[config.mk]
export PLATFORM = sky130hd
export DESIGN_NAME = gpio_irq_port
export DESIGN_NICKNAME = d
export VERILOG_FILES = /design/src/rtl/gpio_irq_pkg.sv /design/src/rtl/gpio_sync.sv /design/src/rtl/gpio_reg_file.sv /design/src/rtl/gpio_pin_slice.sv /design/src/rtl/gpio_irq_port.sv
export SDC_FILE = /design/constraint.sdc
export NUM_CORES = 1
export LEC_CHECK = 0
export ABC_AREA = 1
export BUFFER_PORTS_ARGS = -buffer_cell sky130_fd_sc_hd__buf_2
export CORE_ASPECT_RATIO = 0.8
export CORE_MARGIN = 3
export CORE_UTILIZATION = 40
export CTS_CLUSTER_DIAMETER = 120
export DETAILED_ROUTE_END_ITERATION = 7
export GPL_TIMING_DRIVEN = 0
export SLEW_MARGIN = 15
export SYNTH_ARGS = -nofsm -noshare
export SYNTH_HDL_FRONTEND = slang
export SYNTH_SLANG_ARGS = --single-unit
[constraint.sdc]
create_clock -name clk_i -period 2.8 [get_ports clk_i]
set_clock_uncertainty 0.05 [all_clocks]
set_input_delay 0.28 -clock clk_i [delete_from_list [all_inputs] [get_ports clk_i]]
set_output_delay 0.28 -clock clk_i [all_outputs]
set_load 0.005 [all_outputs]
[src/rtl/gpio_irq_pkg.sv]
package gpio_irq_pkg;
  localparam int unsigned ADDR_W = 3;

  localparam logic [ADDR_W-1:0] ADDR_DATA = 3'd0;
  localparam logic [ADDR_W-1:0] ADDR_DIR  = 3'd1;
  localparam logic [ADDR_W-1:0] ADDR_SELA = 3'd2;
  localparam logic [ADDR_W-1:0] ADDR_SELB = 3'd3;
  localparam logic [ADDR_W-1:0] ADDR_CLR  = 3'd4;

  // mode code = {sel_b, sel_a, dir}
  typedef enum logic [2:0] {
    MODE_OUT   = 3'b000,
    MODE_IN    = 3'b001,
    MODE_ODRN  = 3'b010,
    MODE_OSRC  = 3'b011,
    MODE_LEVEL = 3'b100,
    MODE_EDGE  = 3'b101,
    MODE_RSV6  = 3'b110,
    MODE_RSV7  = 3'b111
  } pin_mode_e;
endpackage

[src/rtl/gpio_sync.sv]
module gpio_sync #(
  parameter int unsigned WIDTH  = 8,
  parameter int unsigned STAGES = 2
) (
  input  logic             clk_i,
  input  logic             rst_ni,
  input  logic [WIDTH-1:0] async_i,
  output logic [WIDTH-1:0] sync_o
);
  logic [WIDTH-1:0] stage_q [STAGES];

  always_ff @(posedge clk_i or negedge rst_ni) begin
    if (!rst_ni) begin
      for (int s = 0; s < STAGES; s++) stage_q[s] <= '0;
    end else begin
      stage_q[0] <= async_i;
      for (int s = 1; s < STAGES; s++) stage_q[s] <= stage_q[s-1];
    end
  end

  assign sync_o = stage_q[STAGES-1];
endmodule

[src/rtl/gpio_reg_file.sv]
module gpio_reg_file
  import gpio_irq_pkg::*;
#(
  parameter int unsigned WIDTH = 8
) (
  input  logic              clk_i,
  input  logic              rst_ni,
  input  logic              we_i,
  input  logic [ADDR_W-1:0] addr_i,
  input  logic [WIDTH-1:0]  wdata_i,
  input  logic [WIDTH-1:0]  pin_sync_i,
  output logic [WIDTH-1:0]  data_o,
  output logic [WIDTH-1:0]  dir_o,
  output logic [WIDTH-1:0]  sela_o,
  output logic [WIDTH-1:0]  selb_o,
  output logic [WIDTH-1:0]  clr_o,
  output logic [WIDTH-1:0]  rdata_o
);
  logic [WIDTH-1:0] data_q, dir_q, sela_q, selb_q;

  always_ff @(posedge clk_i or negedge rst_ni) begin
    if (!rst_ni) begin
      data_q <= '0;
      dir_q  <= '1;
      sela_q <= '0;
      selb_q <= '0;
    end else if (we_i) begin
      unique case (addr_i)
        ADDR_DATA: data_q <= wdata_i;
        ADDR_DIR:  dir_q  <= wdata_i;
        ADDR_SELA: sela_q <= wdata_i;
        ADDR_SELB: selb_q <= wdata_i;
        default: ;
      endcase
    end
  end

  assign clr_o = (we_i && addr_i == ADDR_CLR) ? wdata_i : '0;

  always_comb begin
    unique case (addr_i)
      ADDR_DATA: rdata_o = pin_sync_i;  // data address reads pins, not the latch
      ADDR_DIR:  rdata_o = dir_q;
      ADDR_SELA: rdata_o = sela_q;
      ADDR_SELB: rdata_o = selb_q;
      default:   rdata_o = '0;
    endcase
  end

  assign data_o = data_q;
  assign dir_o  = dir_q;
  assign sela_o = sela_q;
  assign selb_o = selb_q;

  p_dir_write_r2: assert property (@(posedge clk_i) disable iff (!rst_ni)
    (we_i && addr_i == ADDR_DIR) |=> (dir_q == $past(wdata_i)));
  p_data_write_r2: assert property (@(posedge clk_i) disable iff (!rst_ni)
    (we_i && addr_i == ADDR_DATA) |=> (data_q == $past(wdata_i)));
endmodule

[src/rtl/gpio_pin_slice.sv]
module gpio_pin_slice
  import gpio_irq_pkg::*;
(
  input  logic      clk_i,
  input  logic      rst_ni,
  input  pin_mode_e mode_i,
  input  logic      data_i,
  input  logic      level_i,
  input  logic      clr_i,
  output logic      pin_o,
  output logic      oe_o,
  output logic      req_o
);
  logic prev_q, flag_q, flag_d;
  logic is_edge, is_level, hit;

  assign is_edge  = (mode_i == MODE_EDGE);
  assign is_level = (mode_i == MODE_LEVEL);

  // data bit: 1 = rising / high active, 0 = falling / low active
  assign hit = is_edge && (data_i ? (level_i & ~prev_q) : (~level_i & prev_q));

  always_comb begin
    if (!is_edge)   flag_d = 1'b0;
    else if (hit)   flag_d = 1'b1;  // edge beats clear
    else if (clr_i) flag_d = 1'b0;
    else            flag_d = flag_q;
  end

  always_ff @(posedge clk_i or negedge rst_ni) begin
    if (!rst_ni) begin
      prev_q <= 1'b0;
      flag_q <= 1'b0;
    end else begin
      prev_q <= level_i;
      flag_q <= flag_d;
    end
  end

  always_comb begin
    unique case (mode_i)
      MODE_OUT:  begin pin_o = data_i; oe_o = 1'b1;    end
      MODE_ODRN: begin pin_o = 1'b0;   oe_o = ~data_i; end
      MODE_OSRC: begin pin_o = 1'b1;   oe_o = data_i;  end
      default:   begin pin_o = 1'b0;   oe_o = 1'b0;    end
    endcase
  end

  assign req_o = (is_level && (level_i == data_i)) || (is_edge && flag_q);

  p_no_drive_r6: assert property (@(posedge clk_i) disable iff (!rst_ni)
    (mode_i inside {MODE_IN, MODE_LEVEL, MODE_EDGE, MODE_RSV6, MODE_RSV7}) |-> (!oe_o && !pin_o));
  p_rsv_quiet_r6: assert property (@(posedge clk_i) disable iff (!rst_ni)
    (mode_i inside {MODE_RSV6, MODE_RSV7}) |-> !req_o);
  p_flag_hold_r8: assert property (@(posedge clk_i) disable iff (!rst_ni)
    (is_edge && flag_q && !clr_i) |=> flag_q);
  p_clear_r9: assert property (@(posedge clk_i) disable iff (!rst_ni)
    (is_edge && clr_i && !hit) |=> !flag_q);
  p_edge_wins_r10: assert property (@(posedge clk_i) disable iff (!rst_ni)
    (hit && clr_i) |=> flag_q);
  p_leave_edge_r11: assert property (@(posedge clk_i) disable iff (!rst_ni)
    !is_edge |=> !flag_q);
endmodule

[src/rtl/gpio_irq_port.sv]
module gpio_irq_port
  import gpio_irq_pkg::*;
#(
  parameter int unsigned WIDTH       = 8,
  parameter int unsigned SYNC_STAGES = 2
) (
  input  logic              clk_i,
  input  logic              rst_ni,
  input  logic              reg_we_i,
  input  logic [ADDR_W-1:0] reg_addr_i,
  input  logic [WIDTH-1:0]  reg_wdata_i,
  output logic [WIDTH-1:0]  reg_rdata_o,
  input  logic [WIDTH-1:0]  pin_i,
  output logic [WIDTH-1:0]  pin_o,
  output logic [WIDTH-1:0]  pin_oe_o,
  output logic              irq_o
);
  logic [WIDTH-1:0] pin_sync;
  logic [WIDTH-1:0] data_q, dir_q, sela_q, selb_q, clr;
  logic [WIDTH-1:0] req;

  gpio_sync #(.WIDTH(WIDTH), .STAGES(SYNC_STAGES)) u_sync (
    .clk_i   (clk_i),
    .rst_ni  (rst_ni),
    .async_i (pin_i),
    .sync_o  (pin_sync)
  );

  gpio_reg_file #(.WIDTH(WIDTH)) u_regs (
    .clk_i      (clk_i),
    .rst_ni     (rst_ni),
    .we_i       (reg_we_i),
    .addr_i     (reg_addr_i),
    .wdata_i    (reg_wdata_i),
    .pin_sync_i (pin_sync),
    .data_o     (data_q),
    .dir_o      (dir_q),
    .sela_o     (sela_q),
    .selb_o     (selb_q),
    .clr_o      (clr),
    .rdata_o    (reg_rdata_o)
  );

  for (genvar i = 0; i < WIDTH; i++) begin : g_pin
    pin_mode_e mode;
    assign mode = pin_mode_e'({selb_q[i], sela_q[i], dir_q[i]});

    gpio_pin_slice u_slice (
      .clk_i   (clk_i),
      .rst_ni  (rst_ni),
      .mode_i  (mode),
      .data_i  (data_q[i]),
      .level_i (pin_sync[i]),
      .clr_i   (clr[i]),
      .pin_o   (pin_o[i]),
      .oe_o    (pin_oe_o[i]),
      .req_o   (req[i])
    );
  end

  assign irq_o = |req;

  p_irq_needs_irq_mode_r12: assert property (@(posedge clk_i) disable iff (!rst_ni)
    irq_o |-> (|(selb_q & ~sela_q)));
endmodule

## Word-level counts from Yosys, hierarchy flattened

Cells that the tools add are included.

- Add/subtract/negate cells: 0
- $mul: 0
- Divide/modulo/power cells: 0
- Magnitude comparators: 0
- Equality and inequality tests: 52
- Shifts and indexed selects: 0
- Mux-type cells: 50
- Bitwise logic cells: 40
- Reduce and logical (&&, ||, !) cells: 47

Operator list:

| kind | count |
|---|---|
| 3-bit by 2-bit == test with 1-bit output, second input constant | 18 |
| 3-bit == test, second input constant | 17 |
| 1-bit 2-to-1 mux | 32 |
| 8-bit one-hot mux with 4 select lines | 1 |
| 3-bit logical NOT | 9 |
| 1-bit logical AND | 25 |
| 3-bit != test, second input constant | 8 |
| 1-bit inverter | 24 |
| 1-bit one-hot mux with 3 select lines | 8 |
| 1-bit AND | 16 |
| 1-bit one-hot mux with 2 select lines | 8 |
| 1-bit == test | 8 |
| 1-bit logical OR | 8 |
| 8-bit 2-to-1 mux | 1 |
| 2-bit AND reduction | 4 |
| 8-bit OR reduction | 1 |
| 3-bit by 1-bit == test with 1-bit output, second input constant | 1 |

- Register bits: 64
- Bits in latches: 0
- Memory bits (writable): 0
- Memory bits (read-only): 0
- Output and inout port bits: 25
- Word-level logic and storage cells: 211
- Memories kept: 0

## Logic depth before layout (Yosys ltp)

Gate-level depths: netlist (run 1).

- Depth after elaboration: 6
- Mapped depth: 8

## Modules after synthesis

Synthesis (run 1) repeated with hierarchy kept, for this count alone.

- Cells, all modules: 515
- Area total of the unflattened synthesis: 3606.0 µm²

By module, submodules not included:

| module | instances | cells each | area each (µm²) |
|---|---|---|---|
| gpio_reg_file | 1 | 220 | 1637.8 |
| gpio_pin_slice | 8 | 32 | 181.4 |
| gpio_sync | 1 | 24 | 460.4 |
| gpio_irq_port | 1 | 15 | 56.3 |

## Least setup slack after synthesis (run 1)

Ideal clock, no wire load.

- Path type: register to output
- From: register u_regs.dir_q[4], in the netlist u_regs.dir_o[4]
- To: output irq_o
- Data arrival time: 968 ps
- Data required time: 2470 ps
- Path slack: 1502 ps
- Stages on the path, launching flop included: 8
- Path buffers: 0
- Path through: dfstp_2 -> nor2_1 -> nand2_1 -> nor2_1 -> nor2_1 -> nand2_1 -> nor2_1 -> nand2_1

- Cells in the longest elaborated chain, start to end: 4
- Elaborated cells on any way between the ends: 6
- Classes of those cells: eq/ne: 2; reduce/logical: 4

RTL lines:

| element | RTL line | text |
|---|---|---|
| from (decl) | gpio_reg_file.sv:19 | `logic [WIDTH-1:0] data_q, dir_q, sela_q, selb_q;` |
| from (signal assigned) | gpio_reg_file.sv:30 | `ADDR_DIR: dir_q <= wdata_i;` |
| 3-bit == test (on tied branches) | gpio_pin_slice.sv:18, gpio_pin_slice.sv:17 |  |
| 1-bit logical AND | gpio_pin_slice.sv:49 | `assign req_o = (is_level && (level_i == data_i)) \|\| (is_edge && flag_q);` |
| 1-bit logical OR (*) | gpio_pin_slice.sv:49 |  |
| 8-bit OR reduction (*) | gpio_irq_port.sv:61 | `assign irq_o = \|req;` |
| to (decl) | gpio_irq_port.sv:16 | `output logic irq_o` |

Every way passes the cells marked *; elsewhere a longest branch is shown, timed or not.

## Worst setup path in the final report (run 1)

- From: register u_regs.dir_q[7], in the netlist u_regs.dir_o[7]
- To: output irq_o

The elaborated chain is that of the path after synthesis.

==> results of run 1 <==
==> through the flow <==
stage                     total power (W)    util
after global routing             0.002791  0.5148
after global placement           0.001796  0.4733
final                            0.002621  0.5148
after CTS                        0.002643  0.5148
after floorplan                  0.001598       -
after detailed placement         0.001819  0.4772
==> cells in the final DEF (no fill, tap or decap), types with 3 or more instances in the layout <==
cell | Yosys | layout
a21oi_1 | 8 | 8
a22oi_1 | 8 | 8
buf_2 | 0 | 45
buf_4 | 16 | 17
buf_6 | 4 | 4
clkbuf_8 | 0 | 11
dfrtp_1 | 56 | 56
dfstp_2 | 8 | 8
dlygate4sd3_1 | 0 | 9
inv_1 | 43 | 43
nand2_1 | 109 | 109
nand2_4 | 3 | 3
nand3_1 | 16 | 16
nand3b_1 | 6 | 6
nor2_1 | 42 | 42
o211ai_1 | 13 | 13
o21a_1 | 3 | 3
o21ai_0 | 26 | 26
o21ai_1 | 6 | 6
o21ai_2 | 16 | 16
o31ai_1 | 3 | 3
==> cells by family after synthesis <==
logic type / count (synthesis) / synth area share
compound gates: 84 / 0.1684
buf+inv: 65 / 0.1022
flops: 64 / 0.4929
simple gates: 181 / 0.2365
==> worst paths after layout <==
check                                   start                       to  slack (ns)  cells past startpoint
hold / removal                 reg_wdata_i[0]         u_regs.selb_o[0]        0.23                      3
min in group asynchronous              rst_ni  g_pin[2].u_slice.flag_q        0.30                      2
setup reg to reg              u_regs.dir_o[4]  g_pin[4].u_slice.flag_q        1.62                      4
hold reg to reg            u_sync.stage_q[11]         u_sync.sync_o[3]        0.29                      0
setup / recovery              u_regs.dir_o[7]                    irq_o        0.84                      8
max in group asynchronous              rst_ni          u_regs.dir_o[6]        1.83                      3
==> state kept, by name, indices dropped and copies added (netlist names) <==
| register | flops |
|---|---|
| u_sync.stage_q | 8 |
| u_sync.sync_o | 8 |
| g_pin.u_slice.flag_q | 8 |
| u_regs.dir_o | 8 |
| g_pin.u_slice.prev_q | 8 |
| u_regs.sela_o | 8 |
| u_regs.data_o | 8 |
| u_regs.selb_o | 8 |
==> cell type report <==
type	instances	area (sq um)
fill	771	3722
sequential	64	1612
multi-input combinational	265	1324
timing repair buffer	56	350.3
inverter	45	168.9
buffer	20	165.2
clock buffer	13	158.9
tap	105	131.4
clock inverter	3	40.04
==> power by group through the flow <==
stage / Combinational [W] / Clock [W] / Sequential, W
floorplan: 0.000430 / 0 / 0.00117
global placement: 0.000598 / 0 / 0.00120
detailed placement: 0.000616 / 0 / 0.00120
CTS: 0.000629 / 0.000827 / 0.00119
global route: 0.000708 / 0.000871 / 0.00121
finish: 0.000620 / 0.000810 / 0.00119
==> routing by layer <==
| metal | vias to the layer above | global-route usage | part of all wire |
|---|---|---|---|
| li1 | 1412 | - | - |
| met1 | 1271 | 0.2455 | 0.48 |
| met2 | 53 | 0.2856 | 0.46 |
| met3 | 8 | 0.04522 | 0.045 |
| met4 | 0 | 0.04530 | 0.011 |
| met5 | - | 0 | 0 |
==> critical path, cell delays in order, from the launching register on <==
cell and delay [ns]:
dfstp_2 0.58, nor2_1 0.07, nand2_1 0.07, nor2_1 0.05, nor2_1 0.15, nand2_1 0.07
nor2_1 0.11, nand2_1 0.07, buf_2 0.12
==> what timing repair did <==
item                      4_1_cts  5_1_grt
hold endpoints to repair       20        0
gates resized for setup         0        0
hold buffers                    9        0
==> summary.md, run 1 <==
| Metric | Value |
|---|---|
| Status | complete, no violations |
| Number of DRC markers in iteration 0 | 118 |
| Mean Syn Cell Area | 8.298 sq um |
| Async S/R FF share, synth | 1.000 |
| Via count | 2,744 |
| Max FO, Critical Path | 7 |
| LEAKAGE | 1.951 nW |
| WS Path Type | flip-flop to output port |
| Net Count, Synth | 416 |
| Placed cells | 546 |
| Area after DPL | 3661 sq um |
| RSZ-0062 raised after global routing | false |
| Minimum clock period | 1.962 ns |
| Synth area leaders | dfrtp_1, nand2_1, dfstp_2 |
| DP Wirelength | 5395 um |
| Post-Layout Cell Count | 571 |
| Core Area | 7672 sq um |
| Number of synthesized register bits | 64 |
| Hold slack | 0.2337 ns |
| Sequential power share | 0.455 |
| Length of the first detailed-routing pass in iterations | 4 |
| Area Growth Syn to Fin | 20.82% |
| Die area | 9301 sq um |
| Pwr dens | 663.5 nW/um^2 |
| Clk sinks | 64 |
| Max-slew headroom | 0.5995 |
| Largest net degree at the start of global routing | 50 |
| Fmax | 509.8 MHz |
| Clock Power Share | 0.309 |
| Post-Layout Inst Area | 3950 sq um |
| CP Launch Type | flip-flop |
| DRT antenna net count | 0 |
| First-pass GRT wire length | 12,730 um |
| Root buffer cell | clkbuf_8 |
| Least-Margin Pin Slew | 0.5988 ns |
| Final hold violation count | 0 |
| Die width | 107.1 um |
| CTS tree | built |
| Largest area contributor in the netlist | dfrtp_1 |
| Port Buffers | 46 |
| Number of diodes | 0 |
| Sw Share | 0.3066 |
| DR DRC count | 0 |
| Initial Util | 0.4261 |
| Logic gate share of total power | 0.237 |
| Clock buffer depth | 2 |
| Clock Latency Late Sink | 0.33 ns |
| Max-Cap Viols | 0 |
| Sequential-to-total area share from yosys stat | 0.4929 |
| CTS H-tree lvls | 3 |
| Setup TNS | 0 ns |
| Endpoint class of the critical path | output port |
| VDD IR max | 0.3006 mV |
| Ports | 47 |
| Final worst path period share | 0.7006 |
| Most common cell in the synthesized netlist | nand2_1 |
| Setup WS post-layout | 0.8384 ns |
| Initial antenna violation count | 0 |
| Die boundary height | 86.86 um |
| Psw | 0.0008036 W |
| Post-synth top flop | dfrtp_1 |
| Worst-path clk slew | 0.07 ns |
| EDFF count, synth | 0 |
| Post-CTS Setup Bufs | 0 |
| Int Power | 0.001817 W |
| WP data arrival | 1.63 ns |
| Fin. max-slew vios | 0 |
| Final setup viols | 0 |
| Worst hold path class | input pin to flip-flop |
| Standard-cell rows | 28 |
| Layout cells sized above 1 | 0.2425 |
| Synth warnings | 0 |
| Vias in the first global route | 2,652 |
| Place WS | 1.054 ns |
| CP Data Required Time | 2.47 ns |
| Cell area after synthesis | 3269 sq um |
| DRT Wirelength | 7743 um |
| Gr ovfl total | 0 |
| GP Congestion | 0.8554 |
| Synth top area share | 0.4286 |
| Fin nets | 483 |
| Synthesized instance count | 394 |
| Via/cell ratio | 4.806 |
| CTS Buf Count | 9 |
| Post-synth cell types | 24 |
| Routed length per instance | 13.56 um |
| Most instantiated cells after synthesis | nand2_1, dfrtp_1, inv_1, nor2_1, o21ai_0 |
| GR Util All Layers | 0.1789 |
Power figures use the tool's default switching activity.
==> inputs of run 2 (changes only) <==
==> constraint.sdc (replaced) <==
create_clock -name clk_i -period 1.7 [get_ports clk_i]
set_clock_uncertainty 0.05 [all_clocks]
set_input_delay 0.17 -clock clk_i [delete_from_list [all_inputs] [get_ports clk_i]]
set_output_delay 0.17 -clock clk_i [all_outputs]
set_load 0.005 [all_outputs]
==> summary.md, run 2 (synthesis results as in run 1) <==
| Metric | Value |
|---|---|
| Core Area | 7672 sq um (unchanged) |
| Setup WS post-layout | -0.09518 ns (-0.9336 ns) |
| Post-Layout Inst Area | 4061 sq um (+2.8%) |
| Clock Latency Late Sink | 0.33 ns (about the same) |
| DP Wirelength | 5395 um (unchanged) |
| Max-slew headroom | 0.5954 (-0.004076) |
| Die area | 9301 sq um (unchanged) |
| Die boundary height | 86.86 um (unchanged) |
| Fmax | 557.0 MHz |
| DRT antenna net count | 0 (unchanged) |
| Hold slack | 0.1260 ns (-0.1077 ns) |
| Max-Cap Viols | 0 (unchanged) |
| Initial Util | 0.4261 (unchanged) |
| Routed length per instance | 13.69 um (+0.97%) |
| Length of the first detailed-routing pass in iterations | 5 (+1) |
| Standard-cell rows | 28 (unchanged) |
| Port Buffers | 46 (unchanged) |
| Status | complete, but fails checks |
| Final-layout fill cell count | 757 (-1.8%) |
| Die width | 107.1 um (unchanged) |
| Commonest non-fill, non-tap cell in the layout | nand2_1 |
| Failing checks | setup timing |
| Endpoint class of the critical path | output port |
| LEAKAGE | 1.993 nW (+2.2%) |
| Max FO, Critical Path | 4 (-3) |
| Least-Margin Pin Slew | 0.6049 ns (+0.006094 ns) |
| Via count | 2,781 (+1.3%) |
| RSZ-0062 raised after global routing | true |
| Fin. max-slew vios | 0 (unchanged) |
| Minimum clock period | 1.795 ns |
| Clk sinks | 64 (unchanged) |
| DRT Wirelength | 7928 um (+2.4%) |
| Via/cell ratio | 4.803 (about the same) |
| Vias in the first global route | 2,715 (+2.4%) |
| VDD IR max | 0.5043 mV (+68%) |
| Final worst path period share | 1.056 |
| Area after DPL | 3661 sq um (unchanged) |
| WS Path Type | flip-flop to output port |
| GP Congestion | 0.8554 (unchanged) |
| Met2 Use GR | 0.2930 (+0.007382) |
| CP Launch Type | flip-flop |
| Largest net degree at the start of global routing | 50 (unchanged) |
| Final hold violation count | 0 (unchanged) |
| CTS tree | built |
| Most frequent cells in the layout | nand2_1, dfrtp_1, buf_2 |
| GR peak layer | met2 |
| Number of DRC markers in iteration 0 | 109 (-7.6%) |
| Number of diodes | 0 (unchanged) |
| First-pass GRT wire length | 12,960 um (+1.8%) |
| Area Growth Syn to Fin | 24.23% |
| Final setup viols | 3 (+3) |
| CTS Buf Count | 9 (unchanged) |
| Worst-path clk slew | 0.07 ns (about the same) |
| GR Util met3 | 0.04522 (unchanged) |
| Multi-input logic area | 1364 sq um (+3.0%) |
| Worst hold path class | input pin to flip-flop |
| CP Data Required Time | 1.48 ns (-0.99 ns) |
| CTS H-tree lvls | 3 (unchanged) |
| GR Util All Layers | 0.1819 (+0.002977) |
| Register area | 1615 sq um (+0.23%) |
| DR DRC count | 0 (unchanged) |
| Clock buffer depth | 2 (unchanged) |
| Initial antenna violation count | 0 (unchanged) |
| GR Layer Usage met1 | 0.2481 (+0.002613) |
| Layout cells sized above 1 | 0.2869 (+0.04443) |
| Pwr dens | 1082 nW/um^2 (+63%) |
| Gr ovfl total | 0 (unchanged) |
| WP data arrival | 1.58 ns (-0.05 ns) |
| Fin nets | 491 (+1.7%) |
| Root buffer cell | clkbuf_8 |
| Util after Layout | 0.5294 (+0.01451) |
| Ports | 47 (unchanged) |
run 2: metal layers:
layer / wire, um / up-vias
met5: 0 / -
li1: - / 1423
met3: 525 / 4
met2: 3610 / 70
met1: 3737 / 1284
met4: 55 / 0
run 2: cell type report:
type,instances,area share
flip-flops and latches,64,0.3977
multi-input cells,265,0.3358
repair buffers,68,0.1103
inverters,45,0.04159
clock buffers,13,0.03912
plain buffers,16,0.03327
well taps,105,0.03235
clock inverters,3,0.009858
run 2: path summary, 6_finish.rpt:
check | depth (start not counted) | start | slack (ns) | end
max | 8 | u_regs.dir_o[6] | -0.1 | irq_o
min reg2reg | 0 | u_sync.stage_q[11] | 0.29 | u_sync.sync_o[3]
max reg2reg | 4 | u_regs.dir_o[4] | 0.52 | g_pin[4].u_slice.flag_q
max in group asynchronous | 3 | rst_ni | 0.84 | u_regs.dir_o[7]
min | 3 | reg_wdata_i[7] | 0.13 | u_regs.sela_o[7]
min in group asynchronous | 2 | rst_ni | 0.19 | u_sync.sync_o[2]
run 2: metrics by stage:
step                std cells  power [W]  setup WS, ns  TNS (ns)
floorplan                 394   0.002631        0.5118         0
finish                    579   0.004393      -0.09518   -0.1113
global route              579   0.004692       -0.2165   -0.5561
global placement          545   0.002958        0.1208         0
detailed placement        546   0.002996        0.1739         0
CTS                       581   0.004423      -0.09922   -0.1917
run 2: report_power, final:
part	total [W]	switching [W]	internal (W)
Combinational	0.00111	0.000557	0.000553
Clock	0.00132	0.000567	0.000754
Sequential	0.00196	0.000227	0.00173
run 2: worst max-delay path, stage by stage, from the launching register on:
cell	delay [ns]
dfstp_2	0.56
buf_4	0.12
nand3_1	0.09
nor2_1	0.13
nor2_1	0.08
nand2_1	0.06
nor2_1	0.04
nand2_1	0.07
buf_2	0.11
run 2: repair_timing:
| action | CTS | global route |
|---|---|---|
| hold buffers | 9 | 0 |
| cloned | 0 | 0 |
| resized for setup | 3 | 17 |
| endpoints found under the setup margin | 1 | 12 |
| endpoints found under the hold margin | 67 | 0 |
| setup buffers | 10 | 2 |
| pin swaps | 7 | 7 |
==> inputs of run 3 (changes only) <==
--- a/config.mk
+++ b/config.mk
@@ -6,13 +6,15 @@
 export NUM_CORES = 1
 export LEC_CHECK = 0
 export ABC_AREA = 1
+export ABC_CLOCK_PERIOD_IN_PS = 1700
 export BUFFER_PORTS_ARGS = -buffer_cell sky130_fd_sc_hd__buf_2
 export CORE_ASPECT_RATIO = 0.8
 export CORE_MARGIN = 3
-export CORE_UTILIZATION = 40
+export CORE_UTILIZATION = 37
 export CTS_CLUSTER_DIAMETER = 120
 export DETAILED_ROUTE_END_ITERATION = 7
 export GPL_TIMING_DRIVEN = 0
+export SKIP_CTS_REPAIR_TIMING = 1
 export SLEW_MARGIN = 15
 export SYNTH_ARGS = -nofsm -noshare
 export SYNTH_HDL_FRONTEND = slang
==> summary.md, run 3 (synthesis results as in run 1) <==
| Metric | Value |
|---|---|
| Fin nets | 487 (-0.81%) |
| Minimum clock period | 1.817 ns (+0.02177 ns) |
| First-pass GRT wire length | 13,110 um (+1.2%) |
| GP Congestion | 0.8872 (+3.7%) |
| Via count | 2,809 (+1.0%) |
| Area after DPL | 3670 sq um (+0.24%) |
| VDD IR max | 0.4320 mV (-14%) |
| CP Launch Type | flip-flop |
| Initial Util | 0.3837 (-0.04242) |
| CTS Buf Count | 9 (unchanged) |
| Int Power | 0.002948 W (-3.1%) |
| Max-slew headroom | 0.5909 (-0.004557) |
| Clock buffer depth | 2 (unchanged) |
| Clock Latency Late Sink | 0.33 ns (about the same) |
| Max FO, Critical Path | 6 (+2) |
| Endpoint class of the critical path | output port |
| Clk sinks | 64 (unchanged) |
| Commonest non-fill, non-tap cell in the layout | nand2_1 |
| CTS H-tree lvls | 3 (unchanged) |
| DR DRC count | 0 (unchanged) |
| FF-to-FF setup slack | 0.51 ns (about the same) |
| Setup WS post-layout | -0.1169 ns (-0.02177 ns) |
| Largest net degree at the start of global routing | 59 (+18%) |
| Area Growth Syn to Fin | 23.04% |
| FF-to-FF path depth | 4 (unchanged) |
| Final worst path period share | 1.069 (+0.01281) |
| HP Start | reg_wdata_i[6] |
| Post-Layout Inst Area | 4023 sq um (-0.96%) |
| Util after Layout | 0.4721 (-0.05725) |
| RSZ-0062 raised after global routing | true |
| Failing checks | setup timing |
| Layout cells sized above 1 | 0.2872 (+0.0003142) |
| Place WS | 0.1452 ns (-0.02867 ns) |
| Worst-path clk slew | 0.07 ns (about the same) |
| Die width | 111.1 um (+3.7%) |
| Final setup viols | 2 (-1) |
| WS Path Type | flip-flop to output port |
| DP Wirelength | 5479 um (+1.6%) |
| Pwr dens | 1063 nW/um^2 (-1.7%) |
| Most frequent cells in the layout | nand2_1, dfrtp_1, buf_2 |
| Fmax | 550.4 MHz (-1.2%) |
| Sw Share | 0.3109 (+0.003408) |
| DRT antenna net count | 0 (unchanged) |
| Die boundary height | 90.08 um (+3.7%) |
| Port Buffers | 46 (unchanged) |
| Least-Margin Pin Slew | 0.6117 ns (+0.006814 ns) |
| Sequential power share | 0.461 (+0.014) |
| Fin. max-slew vios | 0 (unchanged) |
| CP Data Required Time | 1.48 ns (about the same) |
| Via/cell ratio | 4.826 (+0.49%) |
| Number of DRC markers in iteration 0 | 142 (+30%) |
| Worst hold path class | input pin to flip-flop |
| Setup TNS | -0.1612 ns (-0.04990 ns) |
| CTS tree | built |
| Hold depth | 3 (unchanged) |
| Psw | 0.001330 W (-1.5%) |
| R2r startpoint | u_regs.dir_o[5] |
| Core Area | 8521 sq um (+11%) |
| Routed length per instance | 13.38 um (-2.2%) |
| Vias in the first global route | 2,677 (-1.4%) |
| Ports | 47 (unchanged) |
| Logic gate share of total power | 0.253 (about the same) |
| GR Util All Layers | 0.1637 (-0.01826) |
| Root buffer cell | clkbuf_8 |
| Max-Cap Viols | 0 (unchanged) |
| Post-Layout Cell Count | 582 (+0.52%) |
| Gr ovfl total | 0 (unchanged) |
| Placed cells | 553 (+1.3%) |
| WP data arrival | 1.60 ns (+0.02 ns) |
| Clock Power Share | 0.286 (-0.015) |
| DRT Wirelength | 7790 um (-1.7%) |
| Critical path launch point | u_regs.dir_o[2] |
| LEAKAGE | 1.964 nW (-1.5%) |
| Status | complete, but fails checks |
| Length of the first detailed-routing pass in iterations | 4 (-1) |
| Die area | 10,010 sq um (+7.6%) |
| Initial antenna violation count | 0 (unchanged) |
| Number of diodes | 0 (unchanged) |
| Final-layout fill cell count | 850 (+12%) |
| Final hold violation count | 0 (unchanged) |
| Standard-cell rows | 30 (+7.1%) |
## run 3: power groups by stage
stage | clock network (W) | registers (W) | logic, W
final | 0.00122 | 0.00197 | 0.00108
after floorplan | 0 | 0.00192 | 0.000708
after CTS | 0.00127 | 0.00196 | 0.00102
after global routing | 0.00134 | 0.00201 | 0.00124
after global placement | 0 | 0.00197 | 0.000989
after detailed placement | 0 | 0.00199 | 0.00102
## run 3: final timing paths
check                                                to
worst max-delay path                              irq_o
worst min-delay path                   u_regs.sela_o[6]
worst max register to register  g_pin[5].u_slice.flag_q
worst min register to register         u_sync.sync_o[5]
max in group asynchronous               u_regs.dir_o[0]
min in group asynchronous       g_pin[2].u_slice.flag_q
## run 3: layer usage
| layer | global-route usage | up-vias | wire length, um |
|---|---|---|---|
| li1 | - | 1420 | - |
| met3 | 0.04441 | 14 | 571 |
| met2 | 0.2419 | 78 | 3451 |
| met4 | 0.04357 | 0 | 103 |
| met5 | 0 | - | 0 |
| met1 | 0.2376 | 1297 | 3663 |
## run 3: through the flow
step | hold slack (ns) | total power, W
2_1_floorplan | -0.1756 | 0.002631
3_3_place_gp | 0.2272 | 0.002963
3_5_place_dp | -0.04697 | 0.003008
4_1_cts | -0.4140 | 0.004252
5_1_grt | 0.1270 | 0.004589
6_report | 0.1146 | 0.004278
## run 3: critical path, cell delays in order (launching register included)
cell	delay (ns)
dfstp_2	0.59
nor2_2	0.06
nand2_1	0.07
nor2_2	0.04
nor2_2	0.13
nand2_1	0.07
nor2_1	0.10
nand2_1	0.07
buf_2	0.13
## run 3: cell type report
class,instances,area (sq um),share of cell area
well taps,112,140.1,0.03484
clock buffers,12,135.1,0.03359
multi-input cells,265,1370,0.3406
clock inverters,4,45.04,0.01120
flip-flops and latches,64,1614,0.4012
repair buffers,62,399.1,0.09922
plain buffers,18,150.1,0.03733
inverters,45,168.9,0.04199
